<file path="src/rtl/i2cm_pkg.sv">
package i2cm_pkg;
  localparam logic [4:0] TEN_BIT_PREFIX = 5'b11110;

  typedef enum logic [1:0] {OP_START, OP_STOP, OP_BYTE} opKind_t;

  // strobes from control to datapath, valid for one cycle
  typedef struct packed {
    logic       goStart;
    logic       goStop;
    logic       goByte;
    logic       rdByte;
    logic [7:0] txByte;
  } dpCmd_t;

  typedef enum logic [3:0] {
    ST_IDLE, ST_START, ST_ADDR1, ST_ADDR2, ST_RSTART, ST_ADDR3,
    ST_WAITTX, ST_TX, ST_RX, ST_NAKWAIT, ST_STOP
  } ctrlState_t;
endpackage

</file>
<file path="src/rtl/i2cm_dp.sv">
module i2cm_dp import i2cm_pkg::*; #(
  parameter int QUARTER_CYCLES = 4
) (
  input  logic       clk,
  input  logic       rstN,
  input  dpCmd_t     cmd,
  input  logic       ackLowIn,
  input  logic       sdaIn,
  output logic       sclOe,
  output logic       sdaOe,
  output logic       opDone,
  output logic       firstBitDone,
  output logic       ackBit,
  output logic [7:0] rxByte
);
  localparam int CW = (QUARTER_CYCLES > 1) ? $clog2(QUARTER_CYCLES) : 1;
  localparam logic [CW-1:0] DIV_LAST = CW'(QUARTER_CYCLES - 1);

  logic          active, rdMode, ackLatch, sclHold, sdaHold;
  opKind_t       kind;
  logic [1:0]    quarter;
  logic [3:0]    bitIdx;
  logic [CW-1:0] divCnt;
  logic [7:0]    txSh, rxSh;
  logic          tick, sclLow, sdaLow;

  assign tick   = active && (divCnt == DIV_LAST);
  assign rxByte = rxSh;
  assign sclOe  = sclLow;
  assign sdaOe  = sdaLow;

  // bit cell: q0 SCL low (SDA set), q1/q2 SCL high, q3 SCL low
  always_comb begin
    sclLow = sclHold;
    sdaLow = sdaHold;
    if (active) begin
      unique case (kind)
        OP_START: begin
          sclLow = (quarter == 2'd0) || (quarter == 2'd3);
          sdaLow = quarter[1];
        end
        OP_STOP: begin
          sclLow = (quarter == 2'd0);
          sdaLow = !quarter[1];
        end
        default: begin
          sclLow = (quarter == 2'd0) || (quarter == 2'd3);
          sdaLow = (bitIdx == 4'd8) ? (rdMode && ackLatch) : (!rdMode && !txSh[7]);
        end
      endcase
    end
  end

  always_ff @(posedge clk or negedge rstN) begin
    if (!rstN) begin
      active <= 1'b0; rdMode <= 1'b0; ackLatch <= 1'b0; ackBit <= 1'b1;
      sclHold <= 1'b0; sdaHold <= 1'b0; kind <= OP_START;
      quarter <= '0; bitIdx <= '0; divCnt <= '0; txSh <= '0; rxSh <= '0;
      opDone <= 1'b0; firstBitDone <= 1'b0;
    end else begin
      opDone <= 1'b0;
      firstBitDone <= 1'b0;
      if (!active) begin
        if (cmd.goStart || cmd.goStop || cmd.goByte) begin
          active  <= 1'b1;
          kind    <= cmd.goStart ? OP_START : (cmd.goStop ? OP_STOP : OP_BYTE);
          rdMode  <= cmd.rdByte;
          txSh    <= cmd.txByte;
          quarter <= '0;
          divCnt  <= '0;
          bitIdx  <= '0;
        end
      end else if (tick) begin
        divCnt  <= '0;
        quarter <= quarter + 2'd1;
        if (quarter == 2'd0 && kind == OP_BYTE) begin
          if (bitIdx == 4'd8) ackBit <= sdaIn;
          else                rxSh   <= {rxSh[6:0], sdaIn};
        end
        if (quarter == 2'd3) begin
          if (kind == OP_BYTE && bitIdx != 4'd8) begin
            bitIdx <= bitIdx + 4'd1;
            txSh   <= {txSh[6:0], 1'b1};
            if (bitIdx == 4'd7) ackLatch <= ackLowIn;
            if (bitIdx == 4'd0) firstBitDone <= 1'b1;
          end else begin
            active  <= 1'b0;
            opDone  <= 1'b1;
            sclHold <= sclLow;
            sdaHold <= sdaLow;
          end
        end
      end else begin
        divCnt <= divCnt + CW'(1);
      end
    end
  end
endmodule

</file>
<file path="src/rtl/i2cm_ctrl.sv">
module i2cm_ctrl import i2cm_pkg::*; (
  input  logic       clk,
  input  logic       rstN,
  input  logic       cmdStart,
  input  logic       cmdStop,
  input  logic       cmdNak,
  input  logic       mode10,
  input  logic       readDir,
  input  logic [9:0] slaveAddr,
  input  logic [7:0] txData,
  input  logic       txWrite,
  input  logic       opDone,
  input  logic       firstBitDone,
  input  logic       ackBit,
  input  logic [7:0] rxByte,
  output dpCmd_t     cmd,
  output logic       ackLowOut,
  output logic       busy,
  output logic       nakFlag,
  output logic       txIrq,
  output logic [7:0] rxData,
  output logic       rxValid
);
  ctrlState_t state;
  logic [9:0] addrR;
  logic       rdR, m10R, txFull, stopPend, nakReq;
  logic [7:0] txHold;

  function automatic dpCmd_t sendByte(input logic [7:0] b);
    dpCmd_t c = '0;
    c.goByte = 1'b1;
    c.txByte = b;
    return c;
  endfunction

  function automatic dpCmd_t recvByte();
    dpCmd_t c = '0;
    c.goByte = 1'b1;
    c.rdByte = 1'b1;
    c.txByte = 8'hFF;
    return c;
  endfunction

  assign busy      = (state != ST_IDLE);
  assign ackLowOut = !nakReq;
  assign txIrq     = firstBitDone && (state == ST_TX);

  always_ff @(posedge clk or negedge rstN) begin
    if (!rstN) begin
      state <= ST_IDLE; addrR <= '0; rdR <= 1'b0; m10R <= 1'b0;
      txFull <= 1'b0; txHold <= '0; stopPend <= 1'b0; nakReq <= 1'b0;
      nakFlag <= 1'b0; cmd <= '0; rxData <= '0; rxValid <= 1'b0;
    end else begin
      cmd     <= '0;
      rxValid <= 1'b0;
      if (cmdStop && state != ST_IDLE) stopPend <= 1'b1;
      if (cmdNak) nakReq <= 1'b1;
      unique case (state)
        ST_IDLE: if (cmdStart) begin
          addrR <= slaveAddr; rdR <= readDir; m10R <= mode10;
          nakFlag <= 1'b0; stopPend <= 1'b0;
          cmd.goStart <= 1'b1;
          state <= ST_START;
        end
        ST_START: if (opDone) begin
          cmd   <= sendByte(m10R ? {TEN_BIT_PREFIX, addrR[9:8], 1'b0} : {addrR[6:0], rdR});
          state <= ST_ADDR1;
        end
        ST_ADDR1: if (opDone) begin
          if (ackBit) begin
            nakFlag <= 1'b1; txFull <= 1'b0; state <= ST_NAKWAIT;
          end else if (m10R) begin
            cmd <= sendByte(addrR[7:0]); state <= ST_ADDR2;
          end else if (rdR) begin
            cmd <= recvByte(); state <= ST_RX;
          end else state <= ST_WAITTX;
        end
        ST_ADDR2: if (opDone) begin
          if (ackBit) begin
            nakFlag <= 1'b1; txFull <= 1'b0; state <= ST_NAKWAIT;
          end else if (rdR) begin
            cmd.goStart <= 1'b1; state <= ST_RSTART;
          end else state <= ST_WAITTX;
        end
        ST_RSTART: if (opDone) begin
          cmd   <= sendByte({TEN_BIT_PREFIX, addrR[9:8], 1'b1});
          state <= ST_ADDR3;
        end
        ST_ADDR3: if (opDone) begin
          if (ackBit) begin
            nakFlag <= 1'b1; txFull <= 1'b0; state <= ST_NAKWAIT;
          end else begin
            cmd <= recvByte(); state <= ST_RX;
          end
        end
        ST_WAITTX: begin
          if (txFull) begin
            cmd <= sendByte(txHold); txFull <= 1'b0; state <= ST_TX;
          end else if (stopPend) begin
            cmd.goStop <= 1'b1; stopPend <= 1'b0; state <= ST_STOP;
          end
        end
        ST_TX: if (opDone) begin
          if (ackBit) begin
            nakFlag <= 1'b1; txFull <= 1'b0; state <= ST_NAKWAIT;
          end else state <= ST_WAITTX;
        end
        ST_RX: if (opDone) begin
          rxValid <= 1'b1;
          rxData  <= rxByte;
          if (ackBit) begin  // SDA was released in the ack slot: NAK sent
            nakReq <= 1'b0; cmd.goStop <= 1'b1; stopPend <= 1'b0; state <= ST_STOP;
          end else cmd <= recvByte();
        end
        ST_NAKWAIT: if (stopPend) begin
          cmd.goStop <= 1'b1; stopPend <= 1'b0; state <= ST_STOP;
        end
        ST_STOP: if (opDone) state <= ST_IDLE;
        default: state <= ST_IDLE;
      endcase
      if (txWrite) begin
        txHold <= txData;
        txFull <= 1'b1;
      end
    end
  end
endmodule

</file>
<file path="src/rtl/i2c_addr10_master.sv">
module i2c_addr10_master import i2cm_pkg::*; #(
  parameter int QUARTER_CYCLES = 4
) (
  input  logic       clk,
  input  logic       rstN,
  input  logic       cmdStart,
  input  logic       cmdStop,
  input  logic       cmdNak,
  input  logic       mode10,
  input  logic       readDir,
  input  logic [9:0] slaveAddr,
  input  logic [7:0] txData,
  input  logic       txWrite,
  output logic       txIrq,
  output logic [7:0] rxData,
  output logic       rxValid,
  output logic       nakFlag,
  output logic       busy,
  output logic       sclOe,
  output logic       sdaOe,
  input  logic       sdaIn
);
  dpCmd_t     dpCmd;
  logic       opDone, firstBitDone, ackBit, ackLow;
  logic [7:0] rxByte;

  i2cm_ctrl u_ctrl (
    .clk(clk), .rstN(rstN), .cmdStart(cmdStart), .cmdStop(cmdStop), .cmdNak(cmdNak),
    .mode10(mode10), .readDir(readDir), .slaveAddr(slaveAddr), .txData(txData),
    .txWrite(txWrite), .opDone(opDone), .firstBitDone(firstBitDone), .ackBit(ackBit),
    .rxByte(rxByte), .cmd(dpCmd), .ackLowOut(ackLow), .busy(busy), .nakFlag(nakFlag),
    .txIrq(txIrq), .rxData(rxData), .rxValid(rxValid)
  );

  i2cm_dp #(.QUARTER_CYCLES(QUARTER_CYCLES)) u_dp (
    .clk(clk), .rstN(rstN), .cmd(dpCmd), .ackLowIn(ackLow), .sdaIn(sdaIn),
    .sclOe(sclOe), .sdaOe(sdaOe), .opDone(opDone), .firstBitDone(firstBitDone),
    .ackBit(ackBit), .rxByte(rxByte)
  );
endmodule

</file>
<file path="config.mk">
export PLATFORM = sky130hd
export DESIGN_NAME = i2c_addr10_master
export DESIGN_NICKNAME = d
export VERILOG_FILES = /design/src/rtl/i2cm_pkg.sv /design/src/rtl/i2cm_dp.sv /design/src/rtl/i2cm_ctrl.sv /design/src/rtl/i2c_addr10_master.sv
export SDC_FILE = /design/constraint.sdc
export NUM_CORES = 1
export LEC_CHECK = 0
export BUFFER_PORTS_ARGS = -buffer_cell sky130_fd_sc_hd__clkbuf_2
export CAP_MARGIN = 20
export CORE_UTILIZATION = 33
export CTS_CLUSTER_SIZE = 10
export DETAILED_ROUTE_END_ITERATION = 16
export SLEW_MARGIN = 20
export SYNTH_ARGS = -nofsm -noshare
export SYNTH_HDL_FRONTEND = slang
export SYNTH_SLANG_ARGS = --single-unit
export TNS_END_PERCENT = 1
</file>
<file path="constraint.sdc">
create_clock -name clk -period 3.12 [get_ports clk]
set_clock_uncertainty 0.1 [all_clocks]
set_input_delay 0.468 -clock clk [delete_from_list [all_inputs] [get_ports clk]]
set_output_delay 0.468 -clock clk [all_outputs]
set_load 0.005 [all_outputs]
</file>
==> impl_metrics.tcl, run 1 <==
set metrics [dict create \
    run_status "finished, final reports clean" \
    seq_area_frac_synth_pct 51.0 \
    cp_top_family "simple AND/OR/NAND/NOR gates" \
    power_frac_comb_pct 2.5 \
    tritoncts "done" \
    final_common_cell "dfrtp_1" \
    grt_pass1_vias 2865 \
    hold_buffers 0 \
    max_stage_delay_ns 0.44 \
    fmax_mhz 357 \
    power_mw 2.15 \
    start_util_pct 33.9 \
    timing.rr.end "u_ctrl.cmd[0]" \
    cp_slowest_cell "or3_2" \
    p_clk_share_pct 46.5 \
    synth_fp_nets 403 \
    numCtsBuffers 9 \
    async_flop_share_pct 100 \
    final_util_pct 38.7 \
    grt_first_pass_wirelength_microns 13900 \
    layout_worst_path_cycle_share_pct 89.7 \
    hpwl_microns 5580 \
    critical_path_arrival_ns 2.23 \
    io_pins 41 \
    viasPerCell 5.06 \
    worstPathRequired_ns 2.55 \
    rsz0062_at_grt "no" \
    cp.buffers_inverters 2 \
    fillers 1194 \
    r2r_slack_ns 0.87 \
    synth_flop_cell "dfrtp_1" \
    clk-insertion-delay-late_ns 0.34 \
    power.share.sequential_pct 51.0 \
    cp-start-kind "flop" \
    switchingPower_uw 454 \
    worst_slew_pin_slew_ns 0.856 \
    synth_edf_count 0 \
    die-width_microns 113 \
    grt_start_max_net_pins 84 \
    hold_viol 0 \
    overflow 0 \
    antennaDiodeCount 0 \
    pre_cts_ws_ns 0.680 \
    p_int_mw 1.69 \
    wl_microns 7980 \
    row_count 40 \
    num_vias 2810 \
    holdCritPathClass "input pin to asynchronous set/reset pin" \
    p_per_area_nw_per_um2 462 \
    p_sw_share_pct 21.2 \
    final_layout_size_suffix_gt1_share_pct 26.7 \
    syn_area_per_cell_sq_um 11.0 \
    htree_levels 3 \
    detail-route-antenna-nets 0 \
    crit_chain "inv_1 -> ha_1 -> and3b_1 -> or3_2 -> a31oi_1 -> mux2_2 -> clkbuf_2" \
    path_max_fanout 9 \
    p_leak_nw 2.18 \
    ir_drop_v 0.000259 \
    period_minus_slack_ns 2.80 \
    syn_area_sq_um 4080 \
    end_kind "primary output" \
    die_y_microns 113 \
    drv_slew 0 \
    drt_iter0_drc 85 \
    ys_types 58 \
    antenna_found_initial 0 \
    wl_per_cell_microns 14.4 \
    syn_inst 371 \
    setup_ws_ns 0.320 \
    nets 435 \
    fp.coreArea_sq_um 12000 \
    relSlewSlack_pct 42.4 \
    setup_tns_ns 0 \
    reg2reg_depth 4 \
    cts_setup_buffers 0 \
    drc_errors 0 \
    r2r-start "u_ctrl.state[1]" \
    track_usage_pct 13.8 \
    setup_viol 0 \
    io_buffers 40 \
    place_congestion 0.836 \
    cts_resized 0 \
    path_clk_slew_ns 0.06 \
    crit_type "flop to primary output" \
    cts.path.max_buffers 2 \
    first_pass_iters 4 \
    synth-seq-cells 83 \
    cap_violations 0 \
    die_area_sq_um 12800 \
    syn_to_final_growth_pct 14.0 \
    cts_sinks 83 \
    ys_warn_count 0 \
    final_cell_mix "dfrtp_1, mux2_2, clkbuf_2" \
    root_buffer "clkbuf_16" \
]
## registers in the layout (all words and copies together) (netlist names), 2 cells and up
| name | cells |
|---|---|
| u_ctrl.cmd | 12 |
| u_ctrl.addrR | 10 |
| u_ctrl.rxData | 8 |
| u_ctrl.txHold | 8 |
| u_dp.rxByte | 8 |
| u_dp.txSh | 8 |
| u_ctrl.state | 4 |
| u_dp.bitIdx | 4 |
| u_dp.divCnt | 2 |
| u_dp.kind | 2 |
| u_dp.quarter | 2 |
## worst register-to-register path: stages, from the launching register on
cell      delay (ns)
dfrtp_1         0.72
inv_1           0.22
nor4_2          0.79
a22oi_1         0.20
o211ai_1        0.13
## per-stage QoR
| stage | cells | hold slack (ns) | area, sq um |
|---|---|---|---|
| after floorplan | 371 | 0.0724 | 4080 |
| after CTS | 555 | 0.239 | 4640 |
| after global placement | 539 | 0.364 | 4360 |
| after detailed placement | 539 | 0.363 | 4360 |
| after global routing | 555 | 0.129 | 4650 |
| final | 555 | 0.0615 | 4650 |
## logic make-up after synthesis
logic type / share of synthesized area [%]
adder cells (fa/ha/maj): 1.53
multiplexers: 14.3
XOR/XNOR: 0.860
AO/OA/AOI/OAI: 13.2
flip-flops: 51.0
AND/OR/NAND/NOR: 14.9
buffers and inverters: 4.27
## worst max-delay path by stage
| stage | cells past startpoint | to | slack, ns | start |
|---|---|---|---|---|
| 5_1_grt | 7 | sdaOe | 0.16 | u_dp.bitIdx[0] |
| 6_report | 7 | sdaOe | 0.32 | u_dp.bitIdx[0] |
| 2_1_floorplan | 7 | sdaOe | 0.88 | u_dp.bitIdx[0] |
| 3_3_place_gp | 7 | sdaOe | 0.71 | u_dp.bitIdx[0] |
| 3_5_place_dp | 7 | sdaOe | 0.68 | u_dp.bitIdx[0] |
| 4_1_cts | 7 | sdaOe | 0.30 | u_dp.bitIdx[0] |
## power by group through the flow
stage / registers (mW) / logic (mW) / clock network, mW
2_1_floorplan: 1.11 / 0.0152 / 0
3_3_place_gp: 1.11 / 0.0549 / 0
3_5_place_dp: 1.11 / 0.0563 / 0
4_1_cts: 1.10 / 0.0563 / 1.02
5_1_grt: 1.10 / 0.0626 / 1.06
6_report: 1.09 / 0.0539 / 0.997
## area by class of cell
type                       count  area, sq um  share of cell area, %
multi-input combinational    252         1820                   39.3
tap                          147          184                   3.96
inverter                      15         56.3                   1.21
timing repair buffer          42          221                   4.77
clock buffer                  12          256                   5.52
clock inverter                 4         25.0                  0.539
sequential                    83         2080                   44.7
## cells in the mapped netlist, types with 5 or more instances
library cell | n | share of area (%)
buf_2 | 7 | 0.86
clkbuf_1 | 10 | 0.92
nor2_1 | 26 | 2.4
o21ai_0 | 17 | 2.1
mux2i_1 | 11 | 2.7
nor2b_1 | 15 | 2.3
a21oi_1 | 19 | 2.3
ha_1 | 5 | 1.5
nand2b_1 | 6 | 0.92
nand2_1 | 25 | 2.3
dfrtp_1 | 82 | 50
mux2_2 | 42 | 12
o2111ai_1 | 6 | 1.3
inv_1 | 15 | 1.4
nand3_1 | 8 | 0.98
## per-layer routing
layer,routed length (microns),global-route usage [%],up-vias
met2,3900,22.1,40
met5,0,0,-
met3,255,3.70,10
li1,-,-,1379
met4,148,5.18,0
met1,3680,17.8,1381
No activity file was read; power rests on OpenSTA's default activity.
==> run 2, diff against run 1 <==
Settings changed: CORE_UTILIZATION 33 to 63, PLACE_DENSITY from default to 0.84, SETUP_SLACK_MARGIN from default to 0.5.
==> impl_metrics.tcl, run 2 (synthesis gave the netlist of run 1 again) <==
set metrics [dict create \
    end_kind "primary output" \
    p_int_mw 1.41 \
    place_congestion 0.929 \
    first_pass_iters 4 \
    p_clk_share_pct 38.1 \
    worstPathRequired_ns 2.55 \
    grt_first_pass_wirelength_microns 12600 \
    detail-route-antenna-nets 0 \
    cap_violations 0 \
    fmax_mhz 395 \
    final_area_sq_um 4510 \
    fillers 431 \
    viasPerCell 6.00 \
    syn_to_final_growth_pct 10.6 \
    pre_cts_ws_ns 0.671 \
    cts_sinks 83 \
    largest_reg_flops 12 \
    run_status "finished, final reports clean" \
    final_cell_mix "dfrtp_1, mux2_2, clkbuf_2" \
    ir_drop_v 0.000360 \
    regMostFlops "u_ctrl.cmd" \
    io_pins 41 \
    numCtsBuffers 9 \
    hold_buffers 0 \
    power.share.sequential_pct 59.1 \
    antennaDiodeCount 0 \
    relSlewSlack_pct 41.9 \
    antenna_found_initial 0 \
    grt_pass1_vias 2673 \
    wl_microns 7660 \
    clk-insertion-delay-late_ns 0.36 \
    layout_worst_path_cycle_share_pct 81.1 \
    htree_levels 3 \
    setup_viol 0 \
    final_layout_size_suffix_gt1_share_pct 28.2 \
    hpwl_microns 5190 \
    drt_iter0_drc 228 \
    p_per_area_nw_per_um2 411 \
    num_vias 2920 \
    start_util_pct 66.9 \
    root_buffer "clkbuf_8" \
    drv_slew 0 \
    p_sw_share_pct 24.0 \
    nets 439 \
    holdCritPathClass "input pin to asynchronous set/reset pin" \
    die_y_microns 82.4 \
    final_common_cell "dfrtp_1" \
    track_usage_pct 25.1 \
    final_util_pct 74.0 \
    rsz0062_at_grt "no" \
    fp.coreArea_sq_um 6100 \
    setup_tns_ns 0 \
    period_minus_slack_ns 2.53 \
    power_frac_comb_pct 2.8 \
    io_buffers 40 \
    power_mw 1.85 \
    place_area_sq_um 4270 \
    path_max_fanout 8 \
    setup_ws_ns 0.591 \
    hold_viol 0 \
    switchingPower_uw 445 \
    overflow 0 \
    p_leak_nw 2.15 \
    drc_errors 0 \
    cp-start-kind "flop" \
    wl_per_cell_microns 15.7 \
    reg.largest.list "u_ctrl.cmd x12, u_ctrl.addrR x10" \
    critical_path_arrival_ns 1.96 \
    row_count 28 \
    grt_start_max_net_pins 84 \
    tritoncts "done" \
    crit_type "flop to primary output" \
    worst_slew_pin_slew_ns 0.871 \
    die-width_microns 82.4 \
    path_clk_slew_ns 0.09 \
    die_area_sq_um 6800 \
    cts.path.max_buffers 2 \
]
-- run 2: changes by cell type in the layout (fill, tap and decap cells not counted), sizes merged --
cell | before | now
clkbuf | 51 | 49
inv | 15 | 16
clkinvlp | 2 | 3
buf | 3 | 7
-- run 2: critical path: stages, from the launching register on --
cell      delay [ns]
dfrtp_1         0.39
inv_1           0.08
ha_2            0.17
and3b_2         0.20
buf_4           0.18
nand3_1         0.14
a31oi_4         0.18
mux2_4          0.16
clkbuf_2        0.10
-- run 2: metal layers --
layer	track usage (%)	vias up	part of all wire, %
met4	11.1	0	1.7
li1	-	1397	-
met5	0	-	0
met1	33.6	1424	45
met2	39.9	86	49
met3	4.51	13	4.6
-- run 2: power by group through the flow --
stage	clock network [mW]	registers, mW	logic, mW
floorplan	0	1.11	0.0152
global placement	0	1.11	0.0527
detailed placement	0	1.12	0.0547
CTS	0.722	1.09	0.0546
global route	0.762	1.10	0.0605
finish	0.706	1.09	0.0527
-- run 2: repair_timing --
item,in CTS,in global routing
gates cloned,0,0
buffers inserted,3,1
pin swaps,1,1
endpoints found under the setup margin,1,1
resized for setup,3,3
-- run 2: cell type report --
cell class | instances | area (sq um) | share of cell area [%]
Inverter | 15 | 56.3 | 1.25
Clock buffer | 10 | 128 | 2.83
Tap cell | 75 | 93.8 | 2.08
Multi-Input combinational cell | 252 | 1850 | 41.0
Timing Repair Buffer | 46 | 251 | 5.58
Clock inverter | 6 | 51.3 | 1.14
Sequential cell | 83 | 2080 | 46.1
-- run 2: path summary, 6_finish.rpt --
path	start	endpoint	slack [ns]	cells after the start
max	u_dp.bitIdx[1]	sdaOe	0.59	8
min	rstN	u_dp.sdaHold	0.03	1
max reg2reg	u_ctrl.state[1]	u_ctrl.cmd[1]	0.89	4
min reg2reg	u_ctrl.cmd[11]	u_dp.kind[0]	0.39	1
max in group asynchronous	rstN	u_ctrl.cmd[9]	2.38	1
min in group clk	cmdNak	u_ctrl.nakReq	0.22	2
-- run 2: per-stage QoR --
step	hold slack, ns	std cells
2_1_floorplan	0.0724	371
3_3_place_gp	0.357	467
3_5_place_dp	0.375	467
4_1_cts	0.213	486
5_1_grt	0.101	487
6_report	0.0263	487
